File: src/rtl/spi_duplex_pkg.sv
package spi_duplex_pkg;
  localparam int unsigned DATA_W      = 8;
  localparam int unsigned ADDR_W      = 2;
  localparam int unsigned SYNC_STAGES = 2;
  localparam int unsigned RATE_W      = 2;
  localparam int unsigned DIV_CNT_W   = 4;

  localparam logic [ADDR_W-1:0] ADDR_CTRL = 2'd0;
  localparam logic [ADDR_W-1:0] ADDR_STAT = 2'd1;
  localparam logic [ADDR_W-1:0] ADDR_DATA = 2'd2;

  localparam int unsigned STAT_DONE = 7;
  localparam int unsigned STAT_WCOL = 6;
  localparam int unsigned STAT_MODF = 4;

  typedef struct packed {
    logic              irq_en;
    logic [RATE_W-1:0] rate;
    logic              cpha;
    logic              cpol;
    logic              master;
    logic              en;
  } ctrl_t;

  localparam int unsigned CTRL_W = $bits(ctrl_t);
endpackage

File: src/rtl/spi_sync.sv
module spi_sync #(
  parameter int unsigned      WIDTH   = 1,
  parameter int unsigned      STAGES  = 2,
  parameter logic [WIDTH-1:0] RST_VAL = '0
) (
  input  logic             clk_i,
  input  logic             rst_ni,
  input  logic [WIDTH-1:0] d_i,
  output logic [WIDTH-1:0] q_o
);
  logic [STAGES-1:0][WIDTH-1:0] stg_q;

  always_ff @(posedge clk_i or negedge rst_ni) begin
    if (!rst_ni) begin
      for (int s = 0; s < STAGES; s++) stg_q[s] <= RST_VAL;
    end else begin
      stg_q[0] <= d_i;
      for (int s = 1; s < STAGES; s++) stg_q[s] <= stg_q[s-1];
    end
  end

  assign q_o = stg_q[STAGES-1];
endmodule

File: src/rtl/spi_rate_gen.sv
module spi_rate_gen #(
  parameter int unsigned RATE_W = 2,
  parameter int unsigned CNT_W  = 4
) (
  input  logic              clk_i,
  input  logic              rst_ni,
  input  logic              run_i,
  input  logic [RATE_W-1:0] sel_i,
  output logic              tick_o
);
  logic [CNT_W-1:0] cnt_q;
  logic [CNT_W-1:0] half_m1;

  // half period = 2 << sel system clocks
  assign half_m1 = CNT_W'((32'd2 << sel_i) - 32'd1);
  assign tick_o  = run_i && (cnt_q == half_m1);

  always_ff @(posedge clk_i or negedge rst_ni) begin
    if (!rst_ni)      cnt_q <= '0;
    else if (!run_i)  cnt_q <= '0;
    else if (tick_o)  cnt_q <= '0;
    else              cnt_q <= cnt_q + 1'b1;
  end
endmodule

File: src/rtl/spi_shift_engine.sv
module spi_shift_engine #(
  parameter int unsigned DATA_W = 8
) (
  input  logic              clk_i,
  input  logic              rst_ni,
  input  logic              load_i,
  input  logic [DATA_W-1:0] data_i,
  input  logic              go_i,
  input  logic              edge_i,
  input  logic              abort_i,
  input  logic              cpha_i,
  input  logic              rx_i,
  output logic              busy_o,
  output logic              phase_o,
  output logic              tx_bit_o,
  output logic [DATA_W-1:0] shreg_o,
  output logic              done_o
);
  localparam int unsigned CNT_W = $clog2(2*DATA_W);
  localparam logic [CNT_W-1:0] LAST_EDGE = CNT_W'(2*DATA_W-1);

  logic [CNT_W-1:0]  cnt_q;
  logic              run_q;
  logic              tx_q;
  logic              done_q;
  logic [DATA_W-1:0] sh_q;

  always_ff @(posedge clk_i or negedge rst_ni) begin
    if (!rst_ni) begin
      cnt_q  <= '0;
      run_q  <= 1'b0;
      tx_q   <= 1'b0;
      done_q <= 1'b0;
      sh_q   <= '0;
    end else begin
      done_q <= 1'b0;
      if (abort_i) begin
        cnt_q <= '0;
        run_q <= 1'b0;
      end else if (load_i) begin
        sh_q  <= data_i;
        tx_q  <= data_i[DATA_W-1];
        run_q <= go_i;
        cnt_q <= '0;
      end else if (edge_i) begin
        // even count = leading edge; sample edge selected by phase
        if (cnt_q[0] == cpha_i) sh_q <= {sh_q[DATA_W-2:0], rx_i};
        else                    tx_q <= sh_q[DATA_W-1];
        if (cnt_q == LAST_EDGE) begin
          cnt_q  <= '0;
          run_q  <= 1'b0;
          done_q <= 1'b1;
        end else begin
          cnt_q <= cnt_q + 1'b1;
        end
      end
    end
  end

  assign busy_o   = run_q || (cnt_q != '0);
  assign phase_o  = cnt_q[0];
  assign tx_bit_o = tx_q;
  assign shreg_o  = sh_q;
  assign done_o   = done_q;
endmodule

File: src/rtl/spi_duplex_unit.sv
module spi_duplex_unit
  import spi_duplex_pkg::*;
(
  input  logic              clk_i,
  input  logic              rst_ni,
  input  logic [ADDR_W-1:0] addr_i,
  input  logic              wr_en_i,
  input  logic              rd_en_i,
  input  logic [DATA_W-1:0] wdata_i,
  output logic [DATA_W-1:0] rdata_o,
  output logic              irq_o,
  input  logic              sck_i,
  output logic              sck_o,
  output logic              sck_oe_o,
  input  logic              mosi_i,
  output logic              mosi_o,
  output logic              mosi_oe_o,
  input  logic              miso_i,
  output logic              miso_o,
  output logic              miso_oe_o,
  input  logic              ss_ni
);
  ctrl_t             ctrl_q;
  logic              done_q, wcol_q, modf_q;
  logic              arm_xfer_q, arm_modf_q;
  logic [DATA_W-1:0] rx_buf_q;
  logic              sck_prev_q;

  logic              ss_s, mosi_s, sck_s;
  logic              is_master, is_slave, mode_fault;
  logic              wr_ctrl, rd_stat, acc_data, wr_data;
  logic              collide, load, abort;
  logic              eng_busy, eng_phase, eng_tx, eng_done;
  logic [DATA_W-1:0] eng_sh;
  logic              tick, slv_edge, edge_sel, rx_sel, drive_master;

  spi_sync #(
    .WIDTH  (3),
    .STAGES (SYNC_STAGES),
    .RST_VAL(3'b100)
  ) i_sync (
    .clk_i (clk_i),
    .rst_ni(rst_ni),
    .d_i   ({ss_ni, mosi_i, sck_i}),
    .q_o   ({ss_s, mosi_s, sck_s})
  );

  assign is_master  = ctrl_q.en && ctrl_q.master;
  assign is_slave   = ctrl_q.en && !ctrl_q.master;
  assign mode_fault = is_master && !ss_s;

  assign wr_ctrl  = wr_en_i && (addr_i == ADDR_CTRL);
  assign rd_stat  = rd_en_i && (addr_i == ADDR_STAT);
  assign wr_data  = wr_en_i && (addr_i == ADDR_DATA);
  assign acc_data = (wr_en_i || rd_en_i) && (addr_i == ADDR_DATA);

  assign collide = wr_data && eng_busy;
  assign load    = wr_data && !eng_busy && !mode_fault;
  assign abort   = eng_busy && (mode_fault || !ctrl_q.en || (is_slave && ss_s));

  spi_rate_gen #(
    .RATE_W(RATE_W),
    .CNT_W (DIV_CNT_W)
  ) i_rate (
    .clk_i (clk_i),
    .rst_ni(rst_ni),
    .run_i (is_master && eng_busy),
    .sel_i (ctrl_q.rate),
    .tick_o(tick)
  );

  assign slv_edge = is_slave && !ss_s && (sck_s != sck_prev_q);
  assign edge_sel = is_master ? tick : slv_edge;
  assign rx_sel   = is_master ? miso_i : mosi_s;

  spi_shift_engine #(
    .DATA_W(DATA_W)
  ) i_engine (
    .clk_i   (clk_i),
    .rst_ni  (rst_ni),
    .load_i  (load),
    .data_i  (wdata_i),
    .go_i    (is_master),
    .edge_i  (edge_sel),
    .abort_i (abort),
    .cpha_i  (ctrl_q.cpha),
    .rx_i    (rx_sel),
    .busy_o  (eng_busy),
    .phase_o (eng_phase),
    .tx_bit_o(eng_tx),
    .shreg_o (eng_sh),
    .done_o  (eng_done)
  );

  always_ff @(posedge clk_i or negedge rst_ni) begin
    if (!rst_ni) begin
      ctrl_q     <= '0;
      sck_prev_q <= 1'b0;
    end else begin
      sck_prev_q <= sck_s;
      if (wr_ctrl)    ctrl_q <= ctrl_t'(wdata_i[CTRL_W-1:0]);
      if (mode_fault) ctrl_q.master <= 1'b0;
    end
  end

  always_ff @(posedge clk_i or negedge rst_ni) begin
    if (!rst_ni) begin
      done_q     <= 1'b0;
      wcol_q     <= 1'b0;
      modf_q     <= 1'b0;
      arm_xfer_q <= 1'b0;
      arm_modf_q <= 1'b0;
      rx_buf_q   <= '0;
    end else begin
      if (eng_done) rx_buf_q <= eng_sh;

      if (eng_done)                      done_q <= 1'b1;
      else if (acc_data && arm_xfer_q)   done_q <= 1'b0;

      if (collide)                       wcol_q <= 1'b1;
      else if (acc_data && arm_xfer_q)   wcol_q <= 1'b0;

      if (rd_stat)       arm_xfer_q <= done_q || wcol_q;
      else if (acc_data) arm_xfer_q <= 1'b0;

      if (mode_fault)                    modf_q <= 1'b1;
      else if (wr_ctrl && arm_modf_q)    modf_q <= 1'b0;

      if (rd_stat)      arm_modf_q <= modf_q;
      else if (wr_ctrl) arm_modf_q <= 1'b0;
    end
  end

  always_comb begin
    rdata_o = '0;
    unique case (addr_i)
      ADDR_CTRL: rdata_o = {{(DATA_W-CTRL_W){1'b0}}, ctrl_q};
      ADDR_STAT: begin
        rdata_o[STAT_DONE] = done_q;
        rdata_o[STAT_WCOL] = wcol_q;
        rdata_o[STAT_MODF] = modf_q;
      end
      ADDR_DATA: rdata_o = rx_buf_q;
      default:   rdata_o = '0;
    endcase
  end

  assign irq_o = ctrl_q.irq_en && (done_q || wcol_q || modf_q);

  assign drive_master = is_master && !modf_q;
  assign sck_o        = ctrl_q.cpol ^ eng_phase;
  assign sck_oe_o     = drive_master;
  assign mosi_o       = eng_tx;
  assign mosi_oe_o    = drive_master;
  assign miso_o       = eng_tx;
  assign miso_oe_o    = is_slave && !ss_s;
endmodule

File: config.mk
export PLATFORM = sky130hd
export DESIGN_NAME = spi_duplex_unit
export DESIGN_NICKNAME = d
export VERILOG_FILES = /design/src/rtl/spi_duplex_pkg.sv /design/src/rtl/spi_sync.sv /design/src/rtl/spi_rate_gen.sv /design/src/rtl/spi_shift_engine.sv /design/src/rtl/spi_duplex_unit.sv
export SDC_FILE = /design/constraint.sdc
export NUM_CORES = 1
export LEC_CHECK = 0
export ABC_AREA = 1
export BUFFER_PORTS_ARGS = -buffer_cell sky130_fd_sc_hd__buf_2
export CORE_MARGIN = 2
export CORE_UTILIZATION = 55
export DETAILED_ROUTE_END_ITERATION = 10
export GPL_ROUTABILITY_DRIVEN = 1
export PLACE_DENSITY = 0.89
export SETUP_SLACK_MARGIN = 0.5
export SYNTH_ARGS = -nofsm -noshare
export SYNTH_HDL_FRONTEND = slang
export SYNTH_SLANG_ARGS = --single-unit
File: constraint.sdc
create_clock -name clk_i -period 2.4 [get_ports clk_i]
set_input_delay 0.36 -clock clk_i [delete_from_list [all_inputs] [get_ports clk_i]]
set_output_delay 0.36 -clock clk_i [all_outputs]
set_load 0.005 [all_outputs]
==> flow_metrics.env, run 1 <==
export IMPL_largest_net_degree_at_the_start_of_global_routing=25
export IMPL_area_delta_synth_final_pct=15.0
export IMPL_final_hold_violation_count=0
export IMPL_wire_length_of_the_first_global_routing_pass_um=8220
export IMPL_seq_total_area_yosys=0.502
export IMPL_status="finished clean"
export IMPL_detailed_place_area_mm2=0.00249
export IMPL_path_clk_slew_ps=80
export IMPL_holdPathStages=1
export IMPL_r2r_setup_slack_ps=580
export IMPL_netlist_area_leader_share=0.479
export IMPL_yosysWarnings=0
export IMPL_antennaDiodeCount=0
export IMPL_placement_io_buffers=32
export IMPL_finalMaxSlewViolations=0
export IMPL_routedLengthMet1_um=2260
export IMPL_p_sw_frac=0.392
export IMPL_synth_most_common_cell="nand2_1"
export IMPL_number_of_enable_flip_flop_cells_after_synthesis=0
export IMPL_netlist_top_cell_by_area="dfrtp_1"
export IMPL_place_hpwl_um=3730
export IMPL_yosys_cell_types_count=30
export IMPL_num_vias=2008
export IMPL_route_met2_wl_um=2610
export IMPL_synthesis_area_per_instance_um2=8.18
export IMPL_critical_path_class="reg -> reg"
export IMPL_cts_tree="built"
export IMPL_synth_top_cells_by_count="nand2_1 (79), dfrtp_1 (44), inv_1 (39)"
export IMPL_synth_async_sr_flop_share=1.00
export IMPL_chipWidth_um=68.6
export IMPL_sequential_cell_area_mm2=0.00115
export IMPL_final_min_clock_period_ps=1820
export IMPL_detail_route_wirelength_um=5430
export IMPL_pin_count=33
export IMPL_min_delay_worst_endpoint="i_sync.stg_q[2]"
export IMPL_clockPowerShare=0.186
export IMPL_insertion_delay_ps=290
export IMPL_die_outline_height_um=68.6
export IMPL_timing_setup_tns_ps=0
export IMPL_critical_path_max_fanout=6
export IMPL_sequentialPowerShare=0.447
export IMPL_footprint_of_the_multi_input_gates_um2=986
export IMPL_vias_per_cell=5.41
export IMPL_detail_route_antenna_nets=0
export IMPL_final_setup_viol_count=0
export IMPL_design_die_area_mm2=0.00471
export IMPL_globalRouteTotalUtil=0.242
export IMPL_post_synthesis_net_count=302
export IMPL_syn_area_mm2=0.00230
export IMPL_min_period_over_period=0.757
export IMPL_max_slew_margin_rel=0.671
export IMPL_reg2reg_from="i_engine.cnt_q[0]"
export IMPL_syn_instance_count=281
export IMPL_met3WireLength_um=463
export IMPL_row_count=23
export IMPL_remaining_drc_errors=0
export IMPL_dominantRegCellSynth="dfrtp_1"
export IMPL_final_area_mm2=0.00264
export IMPL_regToRegEndpoint="i_engine.shreg_o[7]"
export IMPL_clk_path_buf_depth=2
export IMPL_clock_sinks=46
export IMPL_firstDrtPassIters=5
export IMPL_critical_path_arrival_ps=2050
export IMPL_worst_ep_required_time_ps=2640
export IMPL_cell_internal_pwr_uw=1440
export IMPL_power_switching_uw=931
export IMPL_share_comb_of_total_power=0.367
export IMPL_highest_routed_layer="met4"
export IMPL_cts_root_buf="clkbuf_8"
export IMPL_grt_antenna_before_repair=0
export IMPL_hold_path_class="in -> reg"
export IMPL_power_leakage_uw=0.00137
export IMPL_fillers=330
export IMPL_avgRoutedWirePerCell_um=14.6
export IMPL_nNetsFinal=342
export IMPL_finalClockSkew_ps=5.76
export IMPL_cellPowerDensity_mw_per_mm2=898
export IMPL_yosys_top_cells_area="dfrtp_1 (48%), nand2_1 (13%), o21ai_0 (6.5%), inv_1 (6.4%), nand3_1 (4.8%)"
export IMPL_drt_first_iter_violations=217
export IMPL_critical_path_startpoint_type="flip-flop"
export IMPL_h_tree_depth=2
export IMPL_place_congestion=0.832
export IMPL_initial_utilization=0.574
export IMPL_max_cap_violations=0
export IMPL_vias_in_the_first_global_route=1817
export IMPL_worstRegToRegCells=9
export IMPL_ir_drop_v=0.000725
export IMPL_synth_ff_latch_count=46
export IMPL_fmax_mhz=551
export IMPL_rsz0062_at_grt="false"
export IMPL_global_route_overflow_total=0
export IMPL_fp_coreArea_mm2=0.00400
export IMPL_tritoncts_num_buffers=5
export IMPL_tightest_slew_ps=494
export IMPL_endpoint_kind_of_the_worst_setup_timing_path="flip-flop"
export IMPL_drive_gt1_frac=0.212
export IMPL_holdCritStartpoint="ss_ni"
[power groups by stage]
stage	clock [uW]	combinational [uW]	sequential, uW
finish	442	871	1060
floorplan	0	562	1030
CTS	450	744	1050
global route	481	974	1080
global placement	0	705	1060
detailed placement	0	732	1070
[flip-flops by register name, indices dropped and copies added, names as in the netlist]
| signal | count |
|---|---|
| i_engine.shreg_o | 8 |
| rx_buf_q | 8 |
| ctrl_q | 7 |
| i_engine.cnt_q | 4 |
| i_rate.cnt_q | 4 |
| i_sync.q_o | 3 |
| i_sync.stg_q | 3 |
| arm_modf_q | 1 |
| arm_xfer_q | 1 |
| done_q | 1 |
| i_engine.done_o | 1 |
| i_engine.run_q | 1 |
| i_engine.tx_bit_o | 1 |
| modf_q | 1 |
| sck_prev_q | 1 |
| wcol_q | 1 |
[worst max-delay path: stages (launching register included)]
cell,delay (ps)
dfrtp_2,450
inv_1,90
ha_1,160
nand2_1,90
nor2_4,190
nand3_4,180
a21oi_4,280
buf_4,160
nand3_1,80
nand2_1,70
[layout by cell type (no fill, tap or decap), drive strengths merged, types with 3 or more instances in the layout]
master	instances
a21oi	4
buf	36
clkbuf	7
dfrtp	44
ha	3
inv	42
nand2	85
nand3	26
nor2	21
o21ai	32
o22ai	4
xor2	4
[cell type report]
| type | instances | area share |
|---|---|---|
| clock buffer | 7 | 0.0289 |
| inverter | 43 | 0.0616 |
| multi-input combinational | 188 | 0.373 |
| sequential | 46 | 0.437 |
| tap | 50 | 0.0237 |
| timing repair buffer | 37 | 0.0758 |
[timing repair]
| item | CTS | global route |
|---|---|---|
| hold buffers | 1 | 0 |
| setup buffers | 0 | 2 |
| endpoints found under the hold margin | 14 | 0 |
| resized for setup | 0 | 7 |
| endpoints found under the setup margin | 0 | 14 |
[logic make-up after synthesis]
| family | Yosys count | share of synthesized area |
|---|---|---|
| compound gates | 45 | 0.111 |
| buf+inv | 49 | 0.0882 |
| simple gates | 132 | 0.259 |
| flops | 46 | 0.502 |
| xor+xnor | 6 | 0.0229 |
| fa+ha+maj | 3 | 0.0163 |
[layer usage]
metal,track usage,vias to the layer above
met2,0.386,82
met3,0.0487,11
met4,0.0975,0
li1,-,971
met1,0.326,944
met5,0,-
[through the flow]
step,setup WS (ps),util,std cells,total power (uW),hold WS (ps)
floorplan,782,-,281,1590,64.4
global placement,611,0.624,359,1760,278
detailed placement,546,0.624,359,1800,283
CTS,527,0.645,367,2250,153
global route,462,0.661,371,2530,157
finish,584,0.661,371,2370,163
[how the worst max path moves through the flow]
stage                      startpoint             endpoint  depth (start not counted)
floorplan           i_engine.cnt_q[0]  i_engine.shreg_o[0]                         11
global placement    i_engine.cnt_q[0]  i_engine.shreg_o[5]                          9
detailed placement  i_engine.cnt_q[0]  i_engine.shreg_o[2]                          9
CTS                 i_engine.cnt_q[0]  i_engine.shreg_o[2]                         11
global route        i_engine.cnt_q[0]  i_engine.shreg_o[2]                         11
finish              i_engine.cnt_q[0]  i_engine.shreg_o[7]                          9
Note: power is estimated with default switching activity, not from simulation.
==> run 2: changes to the inputs <==
Settings changed: CORE_UTILIZATION 55 to 51, PLACE_DENSITY 0.89 to 0.87.
Clock period 2.4 ns to 1.56 ns, I/O delays scaled along.
==> run 2 against run 1 <==
The run now ends with setup timing left; non-clock buffer count increased by 33; cell count increased by 9.7%; total power increased by 110%; first-iteration DRC count increased by 6.0%; largest power group is now combinational logic; via count increased by 11%; critical path depth unchanged; setup slack got worse by 760 ps.
==> flow_metrics.env, run 2 (synthesis results as in run 1) <==
export IMPL_layout_common_cells="nand2_1 (67), dfrtp_1 (42), buf_2 (31)"
export IMPL_design_die_area_mm2=0.00506
export IMPL_post_place_cells=374
export IMPL_critical_path_arrival_ps=1940
export IMPL_die_outline_height_um=71.1
export IMPL_endpoint_kind_of_the_worst_setup_timing_path="flip-flop"
export IMPL_clk_path_buf_depth=2
export IMPL_finalMaxSlewViolations=0
export IMPL_status="finished, violations left"
export IMPL_insertion_delay_ps=310
export IMPL_firstDrtPassIters=4
export IMPL_final_hold_violation_count=0
export IMPL_place_hpwl_um=3640
export IMPL_preCtsSetupSlack_ps=-112
export IMPL_hold_path_class="in -> reg"
export IMPL_initial_utilization=0.528
export IMPL_fp_coreArea_mm2=0.00435
export IMPL_avgRoutedWirePerCell_um=16.5
export IMPL_fillers=270
export IMPL_drive_gt1_frac=0.420
export IMPL_vias_in_the_first_global_route=2102
export IMPL_largest_net_degree_at_the_start_of_global_routing=47
export IMPL_vias_per_cell=5.47
export IMPL_critical_path_startpoint_type="flip-flop"
export IMPL_antennaDiodeCount=0
export IMPL_final_common_cell="nand2_1"
export IMPL_detail_route_antenna_nets=0
export IMPL_detail_route_wirelength_um=6720
export IMPL_wire_length_of_the_first_global_routing_pass_um=9440
export IMPL_global_route_overflow_total=0
export IMPL_grt_antenna_before_repair=0
export IMPL_chipWidth_um=71.1
export IMPL_max_cap_violations=0
export IMPL_cts_root_buf="clkbuf_8"
export IMPL_cts_tree="built"
export IMPL_finalClockSkew_ps=9.47
export IMPL_clock_sinks=46
export IMPL_timing_final_ws_setup_ps=-179
export IMPL_h_tree_depth=2
export IMPL_ir_drop_v=0.00122
export IMPL_pin_count=33
export IMPL_cellPowerDensity_mw_per_mm2=1530
export IMPL_min_period_over_period=1.11
export IMPL_worst_ep_required_time_ps=1760
export IMPL_nNetsFinal=375
export IMPL_row_count=24
export IMPL_critical_path_class="reg -> reg"
export IMPL_place_congestion=0.853
export IMPL_globalRouteTotalUtil=0.243
export IMPL_critical_path_max_fanout=8
export IMPL_area_delta_synth_final_pct=42.3
export IMPL_failed_checks="setup timing"
export IMPL_num_vias=2227
export IMPL_placement_io_buffers=32
export IMPL_tightest_slew_ps=320
export IMPL_path_clk_slew_ps=90
export IMPL_rsz0062_at_grt="true"
export IMPL_max_slew_margin_rel=0.786
export IMPL_final_setup_viol_count=18
export IMPL_fmax_mhz=575
export IMPL_remaining_drc_errors=0
export IMPL_final_min_clock_period_ps=1740
export IMPL_drt_first_iter_violations=230
export IMPL_finish_cell_count_without_fillers=407
export IMPL_tritoncts_num_buffers=5
export IMPL_power_leakage_uw=0.00164
## run 2: changes by cell type in the layout (fill, tap and decap cells not counted), moves of 7 or more
cell | before | now
inv_2 | 3 | 12
inv_1 | 39 | 25
buf_4 | 4 | 25
buf_6 | 0 | 10
nand3_1 | 21 | 14
nand2_1 | 77 | 67
## run 2: final cells by class
type	count	area, um2	share of cell area
clock inverter	3	68.8	0.0210
tap	52	65.1	0.0199
clock buffer	5	68.8	0.0210
multi-input combinational	188	1210	0.370
inverter	43	175	0.0536
timing repair buffer	70	526	0.161
sequential	46	1160	0.354
## run 2: critical path, stage by stage (launching register included)
cell	delay, ps
dfrtp_1	480
nand2_1	110
nand2_1	100
nand2_1	60
nor2_1	270
nand2_4	170
nand3_4	170
nand2_8	100
nand2_1	100
nand2_1	60
## run 2: worst paths after layout
path,cells after the start,to,from,slack [ps]
max,9,i_engine.shreg_o[1],ctrl_q[4],-180
min,1,i_sync.stg_q[2],ss_ni,30
max reg2reg,9,i_engine.shreg_o[1],ctrl_q[4],-180
min reg2reg,0,i_sync.q_o[0],i_sync.stg_q[0],360
max in group asynchronous,3,i_sync.stg_q[2],rst_ni,860
min in group asynchronous,3,arm_xfer_q,rst_ni,420
## run 2: where the power goes
| part | total (uW) | internal [uW] | leakage, uW | switching, uW |
|---|---|---|---|---|
| logic | 2290 | 1040 | 0.000980 | 1260 |
| registers | 1640 | 1420 | 0.000593 | 219 |
| clock network | 1060 | 642 | 0.0000683 | 420 |
## run 2: per-layer routing
| layer | vias to the layer above | track usage | wire [um] |
|---|---|---|---|
| met5 | - | 0 | 0 |
| met4 | 0 | 0.107 | 274 |
| met3 | 27 | 0.0641 | 399 |
| met2 | 108 | 0.422 | 3470 |
| met1 | 1051 | 0.284 | 2570 |
| li1 | 1041 | - | - |
## run 2: repair_timing
| item | CTS | global route |
|---|---|---|
| buffers inserted | 12 | 9 |
| endpoints found under the hold margin | 44 | 0 |
| pin swaps | 25 | 22 |
| setup endpoints to repair | 35 | 37 |
| hold buffers | 1 | 0 |
| gates cloned | 1 | 2 |
| gates resized for setup | 54 | 33 |
## run 2: stage by stage
step | power [uW] | utilization | TNS (ps) | hold WS [ps] | instance area [um2]
after detailed placement | 2960 | 0.601 | -841 | 230 | 2620
after global placement | 2910 | 0.601 | -219 | 229 | 2620
after global routing | 5250 | 0.751 | -2910 | 13.7 | 3270
after CTS | 4430 | 0.698 | -16.6 | 26.7 | 3040
after floorplan | 2470 | - | 0 | -61.6 | 2310
final | 4990 | 0.751 | -1700 | 28.8 | 3270
